[config.mk]
export PLATFORM = sky130hd
export DESIGN_NAME = uart_rx_autorts
export DESIGN_NICKNAME = d
export VERILOG_FILES = /design/src/rtl/uart_rx_pkg.sv /design/src/rtl/uart_rx_deser.sv /design/src/rtl/uart_rx_fifo.sv /design/src/rtl/uart_rx_rtsctl.sv /design/src/rtl/uart_rx_autorts.sv
export SDC_FILE = /design/constraint.sdc
export NUM_CORES = 1
export LEC_CHECK = 0
export ABC_AREA = 1
export BUFFER_PORTS_ARGS = -buffer_cell sky130_fd_sc_hd__buf_2
export CAP_MARGIN = 30
export CORE_MARGIN = 4
export CORE_UTILIZATION = 60
export DETAILED_ROUTE_END_ITERATION = 16
export PLACE_DENSITY_LB_ADDON = 0.15
export SLEW_MARGIN = 40
export SYNTH_ARGS = -nofsm -noshare
export SYNTH_HDL_FRONTEND = slang
export SYNTH_SLANG_ARGS = --single-unit
[constraint.sdc]
create_clock -name clk -period 2.9 [get_ports clk]
set_input_delay 0.435 -clock clk [delete_from_list [all_inputs] [get_ports clk]]
set_output_delay 0.435 -clock clk [all_outputs]
set_load 0.01 [all_outputs]
[src/rtl/uart_rx_pkg.sv]
package uart_rx_pkg;

  typedef enum logic [1:0] {
    TRIG_1  = 2'd0,
    TRIG_4  = 2'd1,
    TRIG_8  = 2'd2,
    TRIG_14 = 2'd3
  } trig_e;

  typedef enum logic [1:0] {
    RX_IDLE  = 2'd0,
    RX_START = 2'd1,
    RX_DATA  = 2'd2,
    RX_STOP  = 2'd3
  } rx_state_e;

  // threshold in bytes for each selector code
  function automatic int trig_bytes(input trig_e t);
    case (t)
      TRIG_1:  return 1;
      TRIG_4:  return 4;
      TRIG_8:  return 8;
      default: return 14;
    endcase
  endfunction

  // true when the threshold uses drain-to-empty hysteresis
  function automatic logic trig_is_low(input trig_e t);
    return (t != TRIG_14);
  endfunction

endpackage

[src/rtl/uart_rx_deser.sv]
module uart_rx_deser
  import uart_rx_pkg::*;
#(
  parameter int OSR = 16,
  parameter int DW  = 8
) (
  input  logic          clk,
  input  logic          rst_n,
  input  logic          tick,
  input  logic          rx,
  output logic          byte_done,
  output logic [DW-1:0] byte_data,
  output logic          first_bit_evt,
  output logic          in_flight
);
  localparam int CNTW = $clog2(OSR);
  localparam int BW   = (DW > 1) ? $clog2(DW) : 1;
  localparam logic [CNTW-1:0] HALF = CNTW'(OSR / 2 - 1);
  localparam logic [CNTW-1:0] LAST = CNTW'(OSR - 1);
  localparam logic [BW-1:0]   TOPB = BW'(DW - 1);

  logic [1:0]      rx_sync;
  logic            rx_s;
  rx_state_e       state;
  logic [CNTW-1:0] cnt;
  logic [BW-1:0]   bitn;
  logic [DW-1:0]   shreg;

  assign rx_s      = rx_sync[1];
  assign byte_data = shreg;
  assign in_flight = (state == RX_DATA && bitn != '0) || state == RX_STOP || byte_done;

  always_ff @(posedge clk or negedge rst_n) begin
    if (!rst_n) rx_sync <= 2'b11;
    else        rx_sync <= {rx_sync[0], rx};
  end

  always_ff @(posedge clk or negedge rst_n) begin
    if (!rst_n) begin
      state         <= RX_IDLE;
      cnt           <= '0;
      bitn          <= '0;
      shreg         <= '0;
      byte_done     <= 1'b0;
      first_bit_evt <= 1'b0;
    end else begin
      byte_done     <= 1'b0;
      first_bit_evt <= 1'b0;
      if (tick) begin
        case (state)
          RX_IDLE: begin
            cnt <= '0;
            if (!rx_s) state <= RX_START;
          end
          RX_START: begin
            if (cnt == HALF) begin
              cnt  <= '0;
              bitn <= '0;
              state <= rx_s ? RX_IDLE : RX_DATA;
            end else begin
              cnt <= cnt + 1'b1;
            end
          end
          RX_DATA: begin
            if (cnt == LAST) begin
              cnt   <= '0;
              shreg <= {rx_s, shreg[DW-1:1]};
              if (bitn == '0) first_bit_evt <= 1'b1;
              if (bitn == TOPB) state <= RX_STOP;
              else              bitn  <= bitn + 1'b1;
            end else begin
              cnt <= cnt + 1'b1;
            end
          end
          default: begin
            if (cnt == LAST) begin
              cnt       <= '0;
              byte_done <= 1'b1;
              state     <= RX_IDLE;
            end else begin
              cnt <= cnt + 1'b1;
            end
          end
        endcase
      end
    end
  end

  assert_false_start_R3: assert property (@(posedge clk) disable iff (!rst_n)
    (state == RX_START && tick && cnt == HALF && rx_s) |=> (state == RX_IDLE && !first_bit_evt));

  assert_done_after_stop_R2: assert property (@(posedge clk) disable iff (!rst_n)
    $rose(byte_done) |-> $past(state == RX_STOP));

endmodule

[src/rtl/uart_rx_fifo.sv]
module uart_rx_fifo #(
  parameter int DEPTH = 16,
  parameter int DW    = 8
) (
  input  logic                         clk,
  input  logic                         rst_n,
  input  logic                         push,
  input  logic [DW-1:0]                push_data,
  input  logic                         pop,
  output logic [DW-1:0]                pop_data,
  output logic [$clog2(DEPTH+1)-1:0]   count,
  output logic                         full,
  output logic                         empty,
  output logic                         drop
);
  localparam int AW = (DEPTH > 1) ? $clog2(DEPTH) : 1;
  localparam int CW = $clog2(DEPTH + 1);
  localparam logic [AW-1:0] PLAST = AW'(DEPTH - 1);
  localparam logic [CW-1:0] CFULL = CW'(DEPTH);

  logic [DW-1:0] mem [DEPTH];
  logic [AW-1:0] wptr, rptr;
  logic          do_push, do_pop;

  assign full     = (count == CFULL);
  assign empty    = (count == '0);
  assign do_push  = push && !full;
  assign do_pop   = pop && !empty;
  assign drop     = push && full;
  assign pop_data = mem[rptr];

  always_ff @(posedge clk) begin
    if (do_push) mem[wptr] <= push_data;
  end

  always_ff @(posedge clk or negedge rst_n) begin
    if (!rst_n) begin
      wptr  <= '0;
      rptr  <= '0;
      count <= '0;
    end else begin
      if (do_push) wptr <= (wptr == PLAST) ? '0 : wptr + 1'b1;
      if (do_pop)  rptr <= (rptr == PLAST) ? '0 : rptr + 1'b1;
      case ({do_push, do_pop})
        2'b10:   count <= count + 1'b1;
        2'b01:   count <= count - 1'b1;
        default: count <= count;
      endcase
    end
  end

  assert_no_overflow_R9: assert property (@(posedge clk) disable iff (!rst_n)
    count <= CFULL);

  assert_drop_keeps_count_R9: assert property (@(posedge clk) disable iff (!rst_n)
    (push && full && !pop) |=> full);

  assert_empty_read_R11: assert property (@(posedge clk) disable iff (!rst_n)
    (pop && empty && !push) |=> empty);

endmodule

[src/rtl/uart_rx_rtsctl.sv]
module uart_rx_rtsctl
  import uart_rx_pkg::*;
#(
  parameter int DEPTH = 16
) (
  input  logic                       clk,
  input  logic                       rst_n,
  input  trig_e                      trig,
  input  logic [$clog2(DEPTH+1)-1:0] fill,
  input  logic                       in_flight,
  input  logic                       first_bit_evt,
  output logic                       rts_off
);
  localparam int CW = $clog2(DEPTH + 1);

  logic [CW:0] occ;
  logic        low_mode;
  logic        at_trig;

  assign occ      = {1'b0, fill} + (CW + 1)'(in_flight);
  assign low_mode = trig_is_low(trig);
  assign at_trig  = int'(fill) >= trig_bytes(trig);

  always_ff @(posedge clk or negedge rst_n) begin
    if (!rst_n) begin
      rts_off <= 1'b0;
    end else if (low_mode) begin
      if (at_trig)          rts_off <= 1'b1;
      else if (fill == '0)  rts_off <= 1'b0;
    end else begin
      rts_off <= (occ >= (CW + 1)'(DEPTH));
    end
  end

  assert_low_release_R5: assert property (@(posedge clk) disable iff (!rst_n)
    (low_mode && $past(low_mode) && $fell(rts_off)) |-> $past(fill == '0));

  assert_late_withdraw_R6: assert property (@(posedge clk) disable iff (!rst_n)
    (!low_mode && $past(!low_mode) && $rose(rts_off) && $past(fill) < CW'(DEPTH)) |-> $past(in_flight));

endmodule

[src/rtl/uart_rx_autorts.sv]
module uart_rx_autorts
  import uart_rx_pkg::*;
#(
  parameter int OSR   = 16,
  parameter int DEPTH = 16,
  parameter int DW    = 8
) (
  input  logic                       clk,
  input  logic                       rst_n,
  input  logic                       tick16,
  input  logic                       rx,
  input  logic                       rd_en,
  output logic [DW-1:0]              rd_data,
  output logic                       rx_empty,
  output logic [$clog2(DEPTH+1)-1:0] fill_level,
  input  logic [1:0]                 trig_sel,
  input  logic                       auto_rts_en,
  input  logic                       sw_rts,
  output logic                       rts_n,
  output logic                       overrun,
  input  logic                       ovr_clr
);
  logic          byte_done;
  logic [DW-1:0] byte_data;
  logic          first_bit_evt;
  logic          in_flight;
  logic          q_full;
  logic          q_drop;
  logic          rts_off;

  uart_rx_deser #(.OSR(OSR), .DW(DW)) u_deser (
    .clk           (clk),
    .rst_n         (rst_n),
    .tick          (tick16),
    .rx            (rx),
    .byte_done     (byte_done),
    .byte_data     (byte_data),
    .first_bit_evt (first_bit_evt),
    .in_flight     (in_flight)
  );

  uart_rx_fifo #(.DEPTH(DEPTH), .DW(DW)) u_fifo (
    .clk       (clk),
    .rst_n     (rst_n),
    .push      (byte_done),
    .push_data (byte_data),
    .pop       (rd_en),
    .pop_data  (rd_data),
    .count     (fill_level),
    .full      (q_full),
    .empty     (rx_empty),
    .drop      (q_drop)
  );

  uart_rx_rtsctl #(.DEPTH(DEPTH)) u_rts (
    .clk           (clk),
    .rst_n         (rst_n),
    .trig          (trig_e'(trig_sel)),
    .fill          (fill_level),
    .in_flight     (in_flight),
    .first_bit_evt (first_bit_evt),
    .rts_off       (rts_off)
  );

  always_ff @(posedge clk or negedge rst_n) begin
    if (!rst_n)       overrun <= 1'b0;
    else if (q_drop)  overrun <= 1'b1;
    else if (ovr_clr) overrun <= 1'b0;
  end

  assign rts_n = auto_rts_en ? rts_off : !sw_rts;

  assert_overrun_sticky_R9: assert property (@(posedge clk) disable iff (!rst_n)
    (overrun && !ovr_clr) |=> overrun);

  assert_overrun_cause_R9: assert property (@(posedge clk) disable iff (!rst_n)
    $rose(overrun) |-> $past(q_full && byte_done));

endmodule

==> summary.txt <==
Finish
  • Net count, final: 711
  • Layout cells sized above 1: 9.74%
  • Diodes inserted: 0
  • Post-route non-filler standard cell count: 841
  • Fillers: 828
  • Synth-to-layout area growth: 11.6%

Pwr
  • Final Power: between 7 and 8 mW
  • Static Leak: 3.13 nW
  • Worst VDD drop: 703 uV
  • Total power divided by cell area: around 900 nW/um^2

Floorplan
  • Initial Utilization: roughly three fifths
  • Die Span X: 116 um
  • Ports: 26
  • Placement Rows: 39
  • Die Y: about 120 um
  • Die area: 13500 sq um
  • Core area: 11500 sq um

STA
  • Final period util: 94.3%
  • Final setup TNS: 0 ns
  • Final number of setup-violating endpoints: 0
  • Rel. slew slack: 47.7%
  • Final setup margin: 0.165 ns
  • Clk_skew: 0.00736 ns
  • Final Max Slew Viols: 0
  • Worst-Margin Slew: 0.781 ns
  • Fmax achieved: 366 MHz
  • Hold Vio Cnt, Final: 0
  • Final worst path period need: 2.74 ns
  • Hold slack: ~0.12 ns
  • Unrepaired setup endpoints after global routing: no

Critical path
  • Worst r2r dst: u_fifo.count[4]
  • Critical path class: reg2out
  • Worst stage delay on the critical path: ~0.55 ns
  • WP data arrival: between 2 and 2.5 ns
  • Critical Path RT: 2.47 ns
  • Most used cell, CP: o21ai_0
  • Worst-path maximum fanout: 67
  • Slowest CP cell: buf_4
  • Reg2reg path depth: 17
  • CP Cell Sequence: buf_4, o21ai_0, o21ai_0, o21ai_1, nand2_1, buf_2
  • Worst Setup Start Kind: flop
  • Reg2Reg Launch Point: u_fifo.count[0]
  • Reg2reg setup slack: around 0.48 ns
  • Crit end category: output pin

Place
  • Pre-CTS WS: 0.541 ns
  • Post-placement cell count: between 800 and 900
  • Placer Congestion: 0.919
  • Dpl hpwl: 9580 um
  • Port bufs: 25

GRT
  • Largest net degree at the start of global routing: 68
  • Gr usage total: about a quarter
  • First-pass GRT wire length: 24500 um
  • Grt total ovfl: 0
  • Initial antenna violation count: 0
  • Number of global-route vias before repair: 4876

Clocking
  • Clock Path Buffers: 2
  • Worst-path clk slew: 0.06 ns
  • CTS Buf Count: 17
  • Root buffer cell: clkbuf_16
  • H-tree depth: 4
  • # clock sinks: roughly 160
  • CTS tree: done
  • Setup Fix Bufs, Post-CTS: 0
  • Clk_lat worst skew: about 0.42 ns

Drt
  • Initial drt markers: 578
  • Vias: 4930
  • Final WL: 15200 um
  • Via/cell ratio: 5.86
  • TritonRoute pass-1 iters: 8
  • ANT nets after route: 0
  • Drt wl/cell: 18.1 um
  • Drt drc: 0

Yosys
  • Synth Register Bits: 163
  • Most area-consuming cells after synthesis: edfxtp_1 55%, dfrtp_1 12%, nand2_1 9.0%, nor2_1 4.1%, o21ai_0 4.0%
  • Yosys top cell by area: edfxtp_1
  • Post-Syn Area: 7050 sq um
  • Mapped Nets: 682
  • Synth top area share: 54.5%
  • Sequential element share of the synthesized area: approximately 67%
  • Synth warn: 0
  • Post-Synthesis Cells: 656
  • Netlist cell types: 30
  • Syn Area/Cell: 10.7 sq um

Hold path
  • HP Start: rx
  • Hold Path Sink: u_deser.rx_sync[0]
  • Hold Path Class: in2reg
  • Hold depth: 1

Run
  • Max cap viols: 0

Status
  • Outcome: finished clean
[cells in the final DEF (no fill, tap or decap), types with 2 or more instances in the layout]
master      count
a21oi_1        31
a31oi_1         5
buf_2          24
buf_4           9
bufinv_16       3
clkbuf_16      17
clkinv_1        6
clkinv_2        4
clkinvlp_4      2
dfrtp_1        32
dfstp_2         2
edfxtp_1      128
ha_1           16
inv_1          41
inv_2           2
nand2_1       169
nand3_1        34
nand4_1         8
nor2_1         77
o211ai_1       13
o21ai_0        57
o21ai_1         3
xnor2_1         2
xor2_1          3
[stage by stage]
step           cell area [sq um]  util (%)
5_1_grt                     7860      68.6
6_report                    7860      68.6
3_3_place_gp                7280      63.5
2_1_floorplan               7050         -
3_5_place_dp                7280      63.5
4_1_cts                     7850      68.5
[critical path, delay by kind of cell, from the launching register on]
| kind | cells | cell delay (ns) |
|---|---|---|
| AND/OR/NAND/NOR | 1 | 0.10 |
| AO/OA/AOI/OAI | 3 | 0.70 |
| buffers and inverters | 2 | 0.68 |
| flip-flops | 1 | 0.38 |
[area by class of cell]
type | count | area, sq um | share of cell area (%)
tap | 143 | 179 | 2.28
multi-input combinational | 424 | 2020 | 25.7
sequential | 163 | 4720 | 60.1
clock inverter | 14 | 144 | 1.83
clock buffer | 18 | 429 | 5.46
timing repair buffer | 34 | 198 | 2.51
inverter | 45 | 171 | 2.18
[logic make-up (layout without fill, tap and decap cells)]
family | count (synthesis) | after routing | share of synthesized area [%]
AND/OR/NAND/NOR | 293 | 293 | 16.8
flip-flops | 163 | 163 | 67.0
AO/OA/AOI/OAI | 110 | 110 | 8.38
buffers and inverters | 69 | 111 | 4.37
adder cells (fa/ha/maj) | 16 | 16 | 2.84
XOR/XNOR | 5 | 5 | 0.621
[cell usage after synthesis (all sizes together)]
cell type / instances
clkinv: 1
nor2: 78
clkbuf: 4
xor2: 3
o211ai: 13
a31oi: 5
nand2: 170
xnor2: 2
o22ai: 1
nand3: 35
nor3: 1
buf: 20
o21ai: 60
dfrtp: 33
nand4: 8
edfxtp: 128
nand3b: 1
inv: 44
dfstp: 2
a21oi: 31
ha: 16
[metal layers]
layer / up-vias / track usage [%] / part of all wire (%)
li1: 2307 / - / -
met1: 2390 / 31.4 / 42
met2: 196 / 39.9 / 49
met3: 37 / 4.87 / 6.0
met4: 0 / 10.9 / 2.7
met5: - / 0 / 0
[power breakdown]
part,total [mW],switching (mW),leakage (nW),internal [mW]
clock,2.18,0.845,0.277,1.33
combinational,2.14,1.47,1.29,0.675
sequential,2.78,0.176,1.56,2.60
[worst max path at each step]
| stage | start | to | slack (ns) | depth (start not counted) |
|---|---|---|---|---|
| 3_5_place_dp | u_fifo.count[0] | u_fifo.count[4] | 0.54 | 17 |
| 6_report | u_fifo.rptr[0] | rd_data[3] | 0.16 | 6 |
| 3_3_place_gp | u_fifo.count[0] | u_fifo.count[4] | 0.63 | 17 |
| 4_1_cts | u_fifo.rptr[0] | rd_data[3] | 0.19 | 6 |
| 5_1_grt | u_fifo.rptr[0] | rd_data[3] | 0.01 | 6 |
| 2_1_floorplan | u_fifo.count[1] | u_fifo.count[4] | 0.83 | 16 |
[sequential cells by signal, summed over array words and instances, names as in the netlist]
signal and count:
u_deser.state 2, u_deser.byte_data 8, u_rts.rts_off 1, u_deser.rx_sync 2, u_deser.cnt 4, u_fifo.count 5
u_fifo.mem 128, u_fifo.wptr 4, overrun 1, u_fifo.rptr 4, u_deser.bitn 3, u_deser.byte_done 1
[timing repair]
action,CTS,global route
resized for setup,0,0
hold endpoints to repair,0,2
hold buffers,0,1
(Power assumes the default switching activity.)
